===== src/rtl/dma_csr_pkg.sv =====
package dma_csr_pkg;

  localparam int REG_W  = 32;
  localparam int STAT_W = 16;
  localparam int DEV_W  = 8;
  localparam int NUM_SEL = 3;

  // Word offsets within a channel window
  localparam logic [7:0] OFF_CTL     = 8'h00;
  localparam logic [7:0] OFF_STAT    = 8'h04;
  localparam logic [7:0] OFF_PTR_HI  = 8'h08;
  localparam logic [7:0] OFF_PTR_LO  = 8'h0C;
  localparam logic [7:0] OFF_SEL_INT = 8'h10;
  localparam logic [7:0] OFF_SEL_BR  = 8'h14;
  localparam logic [7:0] OFF_SEL_WT  = 8'h18;

  typedef enum logic [2:0] {
    RD_NONE,
    RD_STAT,
    RD_PTR_HI,
    RD_PTR_LO,
    RD_SEL_INT,
    RD_SEL_BR,
    RD_SEL_WT
  } rdSel_e;

  typedef struct packed {
    logic wrCtl;
    logic wrPtrHi;
    logic wrPtrLo;
    logic wrSelInt;
    logic wrSelBr;
    logic wrSelWt;
  } csrStrb_t;

endpackage


===== src/rtl/dma_cond_eval.sv =====
module dma_cond_eval #(
  parameter int DEV_BITS = 8
) (
  input  logic [DEV_BITS-1:0] selMask,
  input  logic [DEV_BITS-1:0] selValue,
  input  logic [DEV_BITS-1:0] devBits,
  output logic                condHit
);

  assign condHit = ((selMask & devBits) == selValue);

endmodule


===== src/rtl/dma_csr_ctrl.sv =====
module dma_csr_ctrl
  import dma_csr_pkg::*;
#(
  parameter int NUM_CHAN  = 2,
  parameter int ADDR_W    = 16,
  parameter int BASE_ADDR = 32'h8000,
  parameter int CHAN_SPAN = 256
) (
  input  logic                      clk,
  input  logic                      rstN,
  input  logic                      busSel,
  input  logic                      busWrite,
  input  logic [ADDR_W-1:0]         busAddr,
  output csrStrb_t [NUM_CHAN-1:0]   strb,
  output rdSel_e                    rdSel,
  output logic [NUM_CHAN-1:0]       rdHit
);

  localparam int SPAN_LG = $clog2(CHAN_SPAN);
  localparam int CHAN_W  = (NUM_CHAN > 1) ? $clog2(NUM_CHAN) : 1;
  localparam int REL_W   = SPAN_LG + CHAN_W;
  localparam logic [ADDR_W:0]   ADDR_LO   = (ADDR_W+1)'(BASE_ADDR);
  localparam logic [ADDR_W:0]   ADDR_HI   = (ADDR_W+1)'(BASE_ADDR + NUM_CHAN*CHAN_SPAN);
  localparam logic [ADDR_W-1:0] ADDR_BASE = ADDR_W'(BASE_ADDR);

  logic               inRange;
  logic [REL_W-1:0]   relAddr;
  logic [CHAN_W-1:0]  chanIdx;
  logic [SPAN_LG-1:0] regOff;
  csrStrb_t           wrKind;
  rdSel_e             rdKind;
  logic [NUM_CHAN-1:0] anyWr;

  assign inRange = ({1'b0, busAddr} >= ADDR_LO) && ({1'b0, busAddr} < ADDR_HI);
  assign relAddr = REL_W'(busAddr - ADDR_BASE);
  assign chanIdx = relAddr[SPAN_LG +: CHAN_W];
  assign regOff  = relAddr[SPAN_LG-1:0];

  // Offset decode: a write kind and a read source; status offset has no write kind
  always_comb begin
    wrKind = '0;
    rdKind = RD_NONE;
    case (regOff)
      SPAN_LG'(OFF_CTL):     begin wrKind.wrCtl    = 1'b1; rdKind = RD_STAT;    end
      SPAN_LG'(OFF_STAT):    begin                         rdKind = RD_STAT;    end
      SPAN_LG'(OFF_PTR_HI):  begin wrKind.wrPtrHi  = 1'b1; rdKind = RD_PTR_HI;  end
      SPAN_LG'(OFF_PTR_LO):  begin wrKind.wrPtrLo  = 1'b1; rdKind = RD_PTR_LO;  end
      SPAN_LG'(OFF_SEL_INT): begin wrKind.wrSelInt = 1'b1; rdKind = RD_SEL_INT; end
      SPAN_LG'(OFF_SEL_BR):  begin wrKind.wrSelBr  = 1'b1; rdKind = RD_SEL_BR;  end
      SPAN_LG'(OFF_SEL_WT):  begin wrKind.wrSelWt  = 1'b1; rdKind = RD_SEL_WT;  end
      default: ;
    endcase
  end

  assign rdSel = rdKind;

  for (genvar c = 0; c < NUM_CHAN; c++) begin : g_chan
    logic chanSel;
    assign chanSel  = busSel && inRange && (chanIdx == CHAN_W'(c));
    assign strb[c]  = (chanSel && busWrite) ? wrKind : '0;
    assign rdHit[c] = chanSel && !busWrite;
    assign anyWr[c] = |strb[c];
  end

  AST_ONE_CHAN_WR: assert property (@(posedge clk) disable iff (!rstN)
    $onehot0(anyWr));

  AST_STAT_NO_STROBE: assert property (@(posedge clk) disable iff (!rstN)
    (busSel && busWrite && regOff == SPAN_LG'(OFF_STAT)) |-> (anyWr == '0));

  AST_OUT_RANGE_QUIET: assert property (@(posedge clk) disable iff (!rstN)
    !inRange |-> (anyWr == '0 && rdHit == '0));

endmodule


===== src/rtl/dma_csr_dp.sv =====
module dma_csr_dp
  import dma_csr_pkg::*;
(
  input  logic              clk,
  input  logic              rstN,
  input  csrStrb_t          strb,
  input  logic [REG_W-1:0]  busWdata,
  input  logic              engUpdEn,
  input  logic [STAT_W-1:0] engUpdMask,
  input  logic [STAT_W-1:0] engUpdVal,
  input  rdSel_e            rdSel,
  output logic [REG_W-1:0]  rdData,
  output logic              condIntr,
  output logic              condBranch,
  output logic              condWait,
  output logic [2*REG_W-1:0] cmdPtr
);

  logic [STAT_W-1:0] statusQ, statusNext, engMerged, busMask;
  logic [REG_W-1:0]  ptrHiQ, ptrLoQ;
  logic [NUM_SEL-1:0][DEV_W-1:0] selMaskQ, selValQ;
  logic [NUM_SEL-1:0] selWr, condVec;

  // Engine merge first, then bus control write on top (bus wins overlap)
  assign busMask   = busWdata[REG_W-1:STAT_W];
  assign engMerged = engUpdEn ? ((statusQ & ~engUpdMask) | (engUpdVal & engUpdMask)) : statusQ;
  assign statusNext = strb.wrCtl ? ((engMerged & ~busMask) | (busWdata[STAT_W-1:0] & busMask))
                                 : engMerged;

  always_ff @(posedge clk or negedge rstN) begin
    if (!rstN) begin
      statusQ <= '0;
      ptrHiQ  <= '0;
      ptrLoQ  <= '0;
    end else begin
      statusQ <= statusNext;
      if (strb.wrPtrHi) ptrHiQ <= busWdata;
      if (strb.wrPtrLo) ptrLoQ <= busWdata;
    end
  end

  assign selWr = {strb.wrSelWt, strb.wrSelBr, strb.wrSelInt};

  for (genvar i = 0; i < NUM_SEL; i++) begin : g_sel
    always_ff @(posedge clk or negedge rstN) begin
      if (!rstN) begin
        selMaskQ[i] <= '0;
        selValQ[i]  <= '0;
      end else if (selWr[i]) begin
        selMaskQ[i] <= busWdata[16 +: DEV_W];
        selValQ[i]  <= busWdata[0 +: DEV_W];
      end
    end

    dma_cond_eval #(.DEV_BITS(DEV_W)) u_eval (
      .selMask  (selMaskQ[i]),
      .selValue (selValQ[i]),
      .devBits  (statusQ[DEV_W-1:0]),
      .condHit  (condVec[i])
    );
  end

  assign condIntr   = condVec[0];
  assign condBranch = condVec[1];
  assign condWait   = condVec[2];
  assign cmdPtr     = {ptrHiQ, ptrLoQ};

  always_comb begin
    case (rdSel)
      RD_STAT:    rdData = {{(REG_W-STAT_W){1'b0}}, statusQ};
      RD_PTR_HI:  rdData = ptrHiQ;
      RD_PTR_LO:  rdData = ptrLoQ;
      RD_SEL_INT: rdData = {8'h0, selMaskQ[0], 8'h0, selValQ[0]};
      RD_SEL_BR:  rdData = {8'h0, selMaskQ[1], 8'h0, selValQ[1]};
      RD_SEL_WT:  rdData = {8'h0, selMaskQ[2], 8'h0, selValQ[2]};
      default:    rdData = '0;
    endcase
  end

  AST_CTL_MASK_APPLY: assert property (@(posedge clk) disable iff (!rstN)
    strb.wrCtl |=> ((statusQ & $past(busMask)) == ($past(busWdata[STAT_W-1:0]) & $past(busMask))));

  AST_ENG_MASK_APPLY: assert property (@(posedge clk) disable iff (!rstN)
    (engUpdEn && !strb.wrCtl) |=> ((statusQ & $past(engUpdMask)) == ($past(engUpdVal) & $past(engUpdMask))));

  AST_STAT_HOLD: assert property (@(posedge clk) disable iff (!rstN)
    (!engUpdEn && !strb.wrCtl) |=> $stable(statusQ));

  AST_SEL_RSVD_ZERO: assert property (@(posedge clk) disable iff (!rstN)
    (rdSel == RD_SEL_INT || rdSel == RD_SEL_BR || rdSel == RD_SEL_WT)
      |-> (rdData[31:24] == 8'h0 && rdData[15:8] == 8'h0));

  AST_PTR_LOAD: assert property (@(posedge clk) disable iff (!rstN)
    strb.wrPtrLo |=> (cmdPtr[REG_W-1:0] == $past(busWdata)));

endmodule


===== src/rtl/dma_chan_csr.sv =====
module dma_chan_csr
  import dma_csr_pkg::*;
#(
  parameter int NUM_CHAN  = 2,
  parameter int ADDR_W    = 16,
  parameter int BASE_ADDR = 32'h8000,
  parameter int CHAN_SPAN = 256
) (
  input  logic                       clk,
  input  logic                       rstN,
  input  logic                       busSel,
  input  logic                       busWrite,
  input  logic [ADDR_W-1:0]          busAddr,
  input  logic [REG_W-1:0]           busWdata,
  output logic [REG_W-1:0]           busRdata,
  input  logic [NUM_CHAN-1:0]        engUpdEn,
  input  logic [NUM_CHAN*STAT_W-1:0] engUpdMask,
  input  logic [NUM_CHAN*STAT_W-1:0] engUpdVal,
  output logic [NUM_CHAN-1:0]        condIntr,
  output logic [NUM_CHAN-1:0]        condBranch,
  output logic [NUM_CHAN-1:0]        condWait,
  output logic [NUM_CHAN*2*REG_W-1:0] cmdPtr
);

  csrStrb_t [NUM_CHAN-1:0]         strb;
  rdSel_e                          rdSel;
  logic [NUM_CHAN-1:0]             rdHit;
  logic [NUM_CHAN-1:0][REG_W-1:0]  dpRd;

  dma_csr_ctrl #(
    .NUM_CHAN  (NUM_CHAN),
    .ADDR_W    (ADDR_W),
    .BASE_ADDR (BASE_ADDR),
    .CHAN_SPAN (CHAN_SPAN)
  ) u_ctrl (
    .clk      (clk),
    .rstN     (rstN),
    .busSel   (busSel),
    .busWrite (busWrite),
    .busAddr  (busAddr),
    .strb     (strb),
    .rdSel    (rdSel),
    .rdHit    (rdHit)
  );

  for (genvar c = 0; c < NUM_CHAN; c++) begin : g_dp
    dma_csr_dp u_dp (
      .clk        (clk),
      .rstN       (rstN),
      .strb       (strb[c]),
      .busWdata   (busWdata),
      .engUpdEn   (engUpdEn[c]),
      .engUpdMask (engUpdMask[c*STAT_W +: STAT_W]),
      .engUpdVal  (engUpdVal[c*STAT_W +: STAT_W]),
      .rdSel      (rdSel),
      .rdData     (dpRd[c]),
      .condIntr   (condIntr[c]),
      .condBranch (condBranch[c]),
      .condWait   (condWait[c]),
      .cmdPtr     (cmdPtr[c*2*REG_W +: 2*REG_W])
    );
  end

  always_comb begin
    busRdata = '0;
    for (int c = 0; c < NUM_CHAN; c++) begin
      if (rdHit[c]) busRdata = busRdata | dpRd[c];
    end
  end

endmodule


===== config.mk =====
export PLATFORM = sky130hd
export DESIGN_NAME = dma_chan_csr
export DESIGN_NICKNAME = d
export VERILOG_FILES = /design/src/rtl/dma_csr_pkg.sv /design/src/rtl/dma_cond_eval.sv /design/src/rtl/dma_csr_ctrl.sv /design/src/rtl/dma_csr_dp.sv /design/src/rtl/dma_chan_csr.sv
export SDC_FILE = /design/constraint.sdc
export NUM_CORES = 1
export LEC_CHECK = 0
export BUFFER_PORTS_ARGS = -buffer_cell sky130_fd_sc_hd__clkbuf_2
export CELL_PAD_IN_SITES_DETAIL_PLACEMENT = 2
export CELL_PAD_IN_SITES_GLOBAL_PLACEMENT = 2
export CORE_ASPECT_RATIO = 0.75
export CORE_UTILIZATION = 40
export CTS_BUF_LIST = sky130_fd_sc_hd__clkbuf_8
export CTS_CLUSTER_SIZE = 24
export DETAILED_ROUTE_END_ITERATION = 10
export GPL_TIMING_DRIVEN = 1
export PLACE_DENSITY = 0.95
export SLEW_MARGIN = 20
export SYNTH_ARGS = -nofsm -noshare
export SYNTH_HDL_FRONTEND = slang
export SYNTH_SLANG_ARGS = --single-unit
export TNS_END_PERCENT = 20

===== constraint.sdc =====
create_clock -name clk -period 5.75 [get_ports clk]
set_input_delay 0.575 -clock clk [delete_from_list [all_inputs] [get_ports clk]]
set_output_delay 0.575 -clock clk [all_outputs]
set_load 0.02 [all_outputs]

Word-level counts from Yosys, hierarchy flattened
Cells that the tools add are included.
{"block": "totals", "register_bits": 256, "latch_bits": 0, "mem_bits_rw": 0, "rom_bits": 0, "inputBits": 118, "out_inout_bits": 166, "elab_cells": 89, "mem_count": 0}
{"block": "op_classes", "n_addsub": 1, "multipliers": 0, "div": 0, "magnitude_cmp": 2, "n_eq_ne": 18, "shifts": 0, "n_mux": 17, "bitwise": 22, "reduce_logical": 11}
{"cell": "case mux 32 bit (6 select lines)", "count": 2}
{"cell": "bitwise AND 16 bit", "count": 7}
{"cell": "two-way mux 16 bit", "count": 4}
{"cell": "two-way mux 32 bit", "count": 2}
{"cell": "bitwise OR 16 bit", "count": 4}
{"cell": "bitwise AND 8 bit", "count": 6}
{"cell": "== test 8 bit", "count": 6}
{"cell": "NOT 16 bit", "count": 3}
{"cell": "bitwise OR 32 bit", "count": 1}
{"cell": "== test 8 x 5 -> 1 bit, second input constant", "count": 3}
{"cell": "case mux 3 bit (6 select lines)", "count": 1}
{"cell": "== test 8 x 4 -> 1 bit, second input constant", "count": 2}
{"cell": ">= comparator 16 bit, second input constant", "count": 1}
{"cell": "< comparator 16 bit, second input constant", "count": 1}
{"cell": "two-way mux 6 bit", "count": 2}
{"cell": "== test 3 bit, second input constant", "count": 3}
{"cell": "subtractor 9 x 1 -> 9 bit, second input constant", "count": 1}
{"cell": "== test 8 x 3 -> 1 bit, second input constant", "count": 1}
{"cell": "logical AND 1 bit", "count": 8}
{"cell": "logical NOT 8 bit", "count": 1}
{"cell": "== test 3 x 2 -> 1 bit, second input constant", "count": 2}
{"cell": "two-way mux 1 bit", "count": 6}
{"cell": "== test 3 x 1 -> 1 bit, second input constant", "count": 1}
{"cell": "OR reduction 2 bit", "count": 1}
{"cell": "2 further kinds", "count": 2}

Logic depth before layout (Yosys ltp)
Gate-level depths: netlist of run 1.
{"block": "depth", "ltp_word": 9, "depth_mapped": 8, "mapped_depth_nobuf": 5}

By module
A second synthesis of run 1 with hierarchy kept.
{"block": "hier_totals", "cells_unflattened": 1167, "hier_area_um2": 13669.4}
{"module": "dma_csr_dp", "instances": 2, "cells_each": 482, "area_per_inst_um2": 6079.6, "seq_area_each_um2": 3203.1}
{"module": "dma_cond_eval", "instances": 6, "cells_each": 21, "area_per_inst_um2": 153.9, "seq_area_each_um2": 0.0}
{"module": "dma_chan_csr", "instances": 1, "cells_each": 38, "area_per_inst_um2": 350.3, "seq_area_each_um2": 0.0}
{"module": "dma_csr_ctrl", "instances": 1, "cells_each": 39, "area_per_inst_um2": 236.5, "seq_area_each_um2": 0.0}

Least setup slack after synthesis of run 1
Ideal clock, no wire load.
{"block": "synth_timing", "kind": "input port to output port", "start": "in busAddr[5]", "end": "out busRdata[1]", "t_arrival_ns": 2.411, "required_time_ns": 5.175, "slack_ns": 2.764, "stages": 7, "path_buffers": 2, "path_cell_list": "or3_1 buf_2 or3_1 buf_2 o22ai_1 a221oi_1 a221oi_1"}
{"block": "synth_between", "elab_chain_cells": 9, "elab_cells_between_ends": 30, "cone_classes": "add/sub (1); order compare (2); eq/ne (12); mux (5); bitwise (2); reduce/logical (8)"}
{"item": "start, declared", "line_no": "dma_chan_csr.sv:13", "text": "input logic [ADDR_W-1:0] busAddr,"}
{"item": "subtractor 9 x 1 -> 9 bit", "line_no": "dma_csr_ctrl.sv:35", "text": "assign relAddr = REL_W'(busAddr - ADDR_BASE);"}
{"item": "== test 8 x 3 -> 1 bit or logical NOT 8 bit (tied branches)", "line_no": "dma_csr_ctrl.sv:43", "text": "case (regOff)"}
{"item": "OR reduction 2 bit (no line)"}
{"item": "case mux 3 bit (6 select lines)", "line_no": "dma_csr_ctrl.sv:43"}
{"item": "== test 3 bit (tied with other cells)", "line_no": "dma_csr_dp.sv:69", "text": "case (rdSel)"}
{"item": "case mux 32 bit (6 select lines)", "line_no": "dma_csr_dp.sv:69"}
{"item": "two-way mux 32 bit", "line_no": "dma_chan_csr.sv:67", "text": "if (rdHit[c]) busRdata = busRdata | dpRd[c];"}
{"item": "bitwise OR 32 bit", "line_no": "dma_chan_csr.sv:67"}
{"item": "two-way mux 32 bit (*)", "line_no": "dma_chan_csr.sv:67"}
{"item": "end, declared", "line_no": "dma_chan_csr.sv:15", "text": "output logic [REG_W-1:0] busRdata,"}
Every way passes the cells marked *; elsewhere a longest branch is shown, timed or not.

Final worst setup path of run 1
{"block": "layout_timing", "start": "in busAddr[2]", "end": "out busRdata[26]"}
Same word-level chain as after synthesis.

==> impl_metrics.tcl, run 1 <==
set metrics [dict create \
    outcome "complete, no violations" \
    numCtsBuffers 43 \
    gr-usage-met3_pct 6.35 \
    synth_area_leaders "dfrtp_1 (49%), mux2_2 (20%), xor2_1 (3.1%)" \
    critPathMaxStageDelay_ns 0.73 \
    ir_worst_vdd_mv 0.206 \
    clk_path_buf_depth 3 \
    io_buffer_count 283 \
    min_period_ns 4.21 \
    netlist_area_um2 13100 \
    drc_errors 0 \
    crit_path_top_delay_cell "clkbuf_2" \
    dieArea_um2 33500 \
    fmax_ghz 0.237 \
    vias_per_cell 6.20 \
    maxSlewHeadroom_pct 24.9 \
    final_max_slew_viol_count 0 \
    area_delta_synth_final_pct 20.8 \
    cts_tree "done" \
    drive_gt1_share_pct 45.4 \
    busiest_layer "met2" \
    cp_common_cell "clkbuf_2" \
    worstPathArrival_ns 3.64 \
    detail_route.wl_per_cell_um 31.6 \
    synth_edf_count 0 \
    met1_usage_pct 44.2 \
    worst-path-buf-inv 3 \
    synth_top_cell_by_area "dfrtp_1" \
    required_ns 5.18 \
    num_vias 11500 \
    dpl-instance-area_um2 14900 \
    skew_ns 0 \
    crit_path_start_kind "primary input" \
    cts_root_buffer "clkbuf_8" \
    reg2reg_from "g_dp[1].u_dp.statusQ[7]$_DFF_PN0_" \
    met2_usage_pct 56.3 \
    clk_pin_slew_worst_paths_ns 0.06 \
    row_count 57 \
    cts_setup_buffers 0 \
    ys_seq_area_share_pct 48.9 \
    finalHoldViolations 0 \
    htreeDepth 2 \
    ys_types 56 \
    die_y_um 159 \
    clock_latency_ns 0.57 \
    holdWs_ns 0.308 \
    grt_remaining_overflow 0 \
    mostFrequentLayoutCell "clkbuf_2" \
    syn_inst 1115 \
    first_global_vias 12900 \
    crit_path_start "busAddr[2]" \
    min_path_type "primary input to flop" \
    nNetsFinal 1492 \
    cp_max_fo 32 \
    start_util_pct 40.6 \
    yosys.area.top_type_share_pct 48.9 \
    grt_pass1_wl_mm 85.8 \
    final_cell_area_um2 15800 \
    hp-start "busWdata[15]" \
    ant_nets 0 \
    synth_flop_cell "dfrtp_1" \
    powerDensity_nw_per_um2 245 \
    dieWidth_um 211 \
    worstSetupPathType "primary input to output pin" \
    core_area_um2 32300 \
    clock_sinks 256 \
    drt_iter0_drc 1177 \
    drv_cap 0 \
    yosysWarnings 0 \
    tns_ns 0 \
    grt_max_degree 137 \
    setup_viol 0 \
    cp_top_family "buffers and inverters" \
    antenna_found_initial 1 \
    synth_async_sr_flop_share_pct 100 \
    ys_ff_latch 256 \
    tightest_slew_ns 1.13 \
    crit_path_cell_trace "clkbuf_2 -> and2_1 -> and4_2 -> buf_4 -> a22oi_1 -> o22ai_1 -> clkbuf_2" \
    cp-end-kind "output pin" \
    io_pins 284 \
    globalplace.congestion 0.901 \
    rsz0062_at_grt "no" \
    final_cell_mix "clkbuf_2 (282), dfrtp_1 (256), mux2_2 (236)" \
    wl_mm 58.4 \
    dp.final_hpwl_mm 39.7 \
    syn-num-nets 1233 \
    finalCritPeriodShare_pct 73.2 \
    grt_usage_pct 34.6 \
    p_leak_nw 7.83 \
    synth.avg_cell_area_um2 11.8 \
    drt_pass1_iterations 9 \
]
[worst register-to-register path, cell delays in order (launching register included)]
cell,delay (ns)
dfrtp_1,0.51
mux2_2,0.32
a21oi_1,0.17
a31oi_1,0.09
[worst paths after layout]
| path | endpoint | slack [ns] | cells past startpoint |
|---|---|---|---|
| min in group asynchronous | g_dp[1].u_dp.ptrHiQ[14]$_DFFE_PN0P_ | 0.49 | 2 |
| setup / recovery | busRdata[26] | 1.54 | 7 |
| setup reg to reg | g_dp[1].u_dp.statusQ[7]$_DFF_PN0_ | 4.50 | 3 |
| max in group asynchronous | g_dp[0].u_dp.selMaskQ[0]$_DFFE_PN0P_ | 3.72 | 4 |
| hold / removal | g_dp[0].u_dp.ptrHiQ[15]$_DFFE_PN0P_ | 0.31 | 2 |
| hold reg to reg | g_dp[0].u_dp.ptrHiQ[2]$_DFFE_PN0P_ | 0.53 | 1 |
[what timing repair did]
item | 4_1_cts | 5_1_grt
hold buffers | 0 | 1
setup endpoints to repair | 0 | 0
endpoints found under the hold margin | 0 | 58
resized for setup | 0 | 0
[layout make-up]
class | instances | area, um^2
clock buffer | 56 | 771
tap | 442 | 553
timing repair buffer | 308 | 1710
antenna | 1 | 2.50
multi-input combinational | 745 | 6230
inverter | 20 | 75.1
fill | 3251 | 16500
sequential | 256 | 6410
clock inverter | 22 | 93.8
[metal layers]
layer | wire [um] | part of all wire (%)
met4 | 2710 | 4.6
met3 | 4160 | 7.1
met5 | 0 | 0
met2 | 28000 | 48
met1 | 23600 | 40
[cell families (layout without fill, tap and decap cells)]
group	Yosys count	in the layout	share of synthesized area (%)
muxes	282	282	24.3
DFF	256	256	48.9
AOI/OAI and AO/OA	224	224	11.8
and+or+nand+nor	191	191	7.79
buffers and inverters	114	406	3.98
xor gates and xnor gates	48	48	3.21
other	0	1	0
[Yosys cell counts, drive strengths merged (3+ instances only)]
cell	number
a21oi	40
a221oi	30
a222oi	16
a22oi	37
a31oi	36
buf	55
clkbuf	39
dfrtp	256
inv	19
mux2	265
mux2i	17
nand2	100
nand2b	4
nand3	5
nand4	16
nor2	22
nor2b	10
nor3	9
nor4	3
nor4b	4
o21ai	20
o22ai	28
o2bb2ai	6
or3	6
xor2	47
[flip-flops by register name (all words and copies together) (netlist names)]
name / count
g_dp.u_dp.ptrHiQ: 64
g_dp.u_dp.selValQ: 48
g_dp.u_dp.statusQ: 32
g_dp.u_dp.ptrLoQ: 64
g_dp.u_dp.selMaskQ: 48
[power by group]
group          switching, mW  leakage (nW)  total, mW  internal (mW)
sequential            0.0526          3.50       1.89           1.83
clock                  0.809         0.511       1.68          0.872
combinational          0.201          3.82      0.305          0.104
[through the flow]
| step | power [mW] | utilization, % | setup WS [ns] | cells |
|---|---|---|---|---|
| after detailed placement | 2.20 | 46.0 | 1.77 | 1765 |
| after CTS | 3.88 | 48.7 | 1.69 | 1843 |
| after floorplan | 2.03 | - | 2.76 | 1115 |
| after global routing | 3.98 | 49.0 | 1.42 | 1849 |
| after global placement | 2.18 | 45.9 | 1.90 | 1764 |
| final | 3.87 | 49.0 | 1.54 | 1850 |
(Power assumes the default switching activity.)
==> run 2: changes to the inputs <==
- CORE_UTILIZATION: 40 -> 33
- PLACE_DENSITY: 0.95 -> 0.84
- clock period: 5.75 -> 3.5 ns (I/O delays scaled with it)
==> run 2 against run 1 <==
  * Register-to-register slack got worse by 2.1 ns
  * Count of clock-buffer cells in the layout rose by 4
  * Critical path depth did not move
  * Global-route usage fell by 7.0 points
  * Via count fell by 2.8%
  * Wire length fell by 4.4%
  * Clock skew did not move
  * Sequential power rose by 63%
  * Worst hold slack got worse by 0.23 ns
  * Largest power group unchanged
==> impl_metrics.tcl, run 2 (synthesis gave the netlist of run 1 again) <==
set metrics [dict create \
    drt_iter0_drc 807 \
    pwr-share-clk_pct 45.8 \
    p_leak_nw 7.98 \
    tightest_slew_ns 0.702 \
    outcome "complete, no violations" \
    drt_pass1_iterations 7 \
    drc_errors 0 \
    powerDensity_nw_per_um2 408 \
    globalplace.congestion 0.920 \
    clk_pin_slew_worst_paths_ns 0.06 \
    crit_path_start_kind "primary input" \
    num_vias 11200 \
    htreeDepth 2 \
    io_buffer_count 283 \
    ant_nets 0 \
    setup_viol 0 \
    power_mw 6.61 \
    critPathMaxStageDelay_ns 0.59 \
    holdWs_ns 0.0732 \
    tns_ns 0 \
    dieWidth_um 232 \
    fmax_ghz 0.318 \
    vias_per_cell 5.73 \
    finalCritPeriodShare_pct 89.8 \
    core_area_um2 38700 \
    start_util_pct 33.9 \
    min_path_type "primary input to flop" \
    final_cell_area_um2 16200 \
    seqPwrFrac_pct 46.8 \
    wl_mm 55.9 \
    first_global_vias 12100 \
    area_delta_synth_final_pct 23.5 \
    grt_remaining_overflow 0 \
    final_cell_mix "clkbuf_2 (282), dfrtp_1 (256), mux2_2 (236)" \
    dieArea_um2 40500 \
    drv_cap 0 \
    crit_path_cell_trace "clkbuf_2 -> or3_1 -> or3_1 -> o22ai_1 -> a221oi_1 -> a221oi_1 -> clkbuf_2" \
    antenna_found_initial 0 \
    dpl-instance-area_um2 15200 \
    grt_usage_pct 27.6 \
    finalHoldViolations 0 \
    top_regs "g_dp.u_dp.ptrHiQ (64), g_dp.u_dp.ptrLoQ (64)" \
    cts_root_buffer "clkbuf_8" \
    internal_power_mw 4.87 \
    io_pins 284 \
    skew_ns 0 \
    final_core_util_pct 41.8 \
    mostFrequentLayoutCell "clkbuf_2" \
    final_max_slew_viol_count 0 \
    clock_sinks 256 \
    row_count 62 \
    worstPathArrival_ns 2.79 \
    rsz0062_at_grt "no" \
    ir_worst_vdd_mv 0.326 \
    clk_path_buf_depth 3 \
    min_period_ns 3.14 \
    maxSlewHeadroom_pct 53.2 \
    crit_path_top_delay_cell "a221oi_1" \
    power_switching_mw 1.74 \
    dp.final_hpwl_mm 40.0 \
    cp_max_fo 8 \
    p_sw_share_pct 26.3 \
    grt_pass1_wl_mm 82.8 \
    drive_gt1_share_pct 46.6 \
    numCtsBuffers 46 \
    cp-end-kind "output pin" \
    combPwrFrac_pct 7.4 \
    cts_tree "done" \
    detail_route.wl_per_cell_um 28.7 \
    worstSetupPathType "primary input to output pin" \
    nNetsFinal 1519 \
    clock_latency_ns 0.60 \
    required_ns 3.15 \
    grt_max_degree 71 \
    die_y_um 175 \
]
[run 2: changes by cell type in the layout (fill, tap and decap cells not counted), moves of 2 or more]
cell | previous run | this run
buf_4 | 17 | 42
inv_1 | 36 | 32
clkinv_2 | 2 | 5
buf_12 | 2 | 6
clkbuf_8 | 57 | 60
buf_16 | 3 | 0
bufinv_16 | 0 | 2
[run 2: worst max-delay path: cells and delay by family]
family	cells	cell delay (ns)
AOI/OAI and AO/OA	3	0.97
buffers and inverters	2	0.39
and+or+nand+nor	2	1.08
[run 2: per-layer routing]
layer	up-vias	wire length (um)	global-route usage, %
met2	436	26000	43.6
met3	109	3140	4.73
met4	0	1590	8.88
met5	-	0	0
li1	4711	-	-
met1	5900	25100	38.3
[run 2: final timing paths]
path	start	endpoint	slack (ns)	cells after the start
worst max register to register	g_dp[0].u_dp.statusQ[2]$_DFF_PN0_	g_dp[0].u_dp.statusQ[2]$_DFF_PN0_	2.38	3
worst max-delay path	busAddr[5]	busRdata[1]	0.36	7
min in group asynchronous	rstN	g_dp[0].u_dp.ptrHiQ[18]$_DFFE_PN0P_	0.29	2
worst min-delay path	busWdata[27]	g_dp[1].u_dp.statusQ[11]$_DFF_PN0_	0.07	2
worst min register to register	g_dp[0].u_dp.ptrHiQ[6]$_DFFE_PN0P_	g_dp[0].u_dp.ptrHiQ[6]$_DFFE_PN0P_	0.52	1
max in group asynchronous	rstN	g_dp[1].u_dp.ptrHiQ[25]$_DFFE_PN0P_	2.15	3
[run 2: timing repair]
item	4_1_cts	5_1_grt
endpoints found under the setup margin	0	0
buffers inserted	0	0
resized for setup	0	0
hold buffers	1	0
endpoints found under the hold margin	62	0
[run 2: final cells by class]
type | instances | area (um^2)
clock inverter | 22 | 145
antenna | 1 | 2.50
inverter | 20 | 75.1
timing repair buffer | 332 | 1870
sequential | 256 | 6410
fill | 4030 | 22500
tap | 512 | 641
clock buffer | 60 | 826
multi-input combinational | 745 | 6220
[run 2: power groups by stage]
stage | clock network (mW) | logic [mW] | registers (mW)
after floorplan | 0 | 0.223 | 3.10
after global placement | 0 | 0.461 | 3.14
after detailed placement | 0 | 0.484 | 3.14
after CTS | 3.11 | 0.490 | 3.09
after global routing | 3.22 | 0.530 | 3.09
final | 3.03 | 0.489 | 3.09
[run 2: through the flow]
stage / setup WS (ns) / std cells
floorplan: 0.964 / 1115
CTS: 0.371 / 1947
detailed placement: 0.434 / 1864
global placement: 0.512 / 1864
global route: 0.256 / 1947
finish: 0.359 / 1948
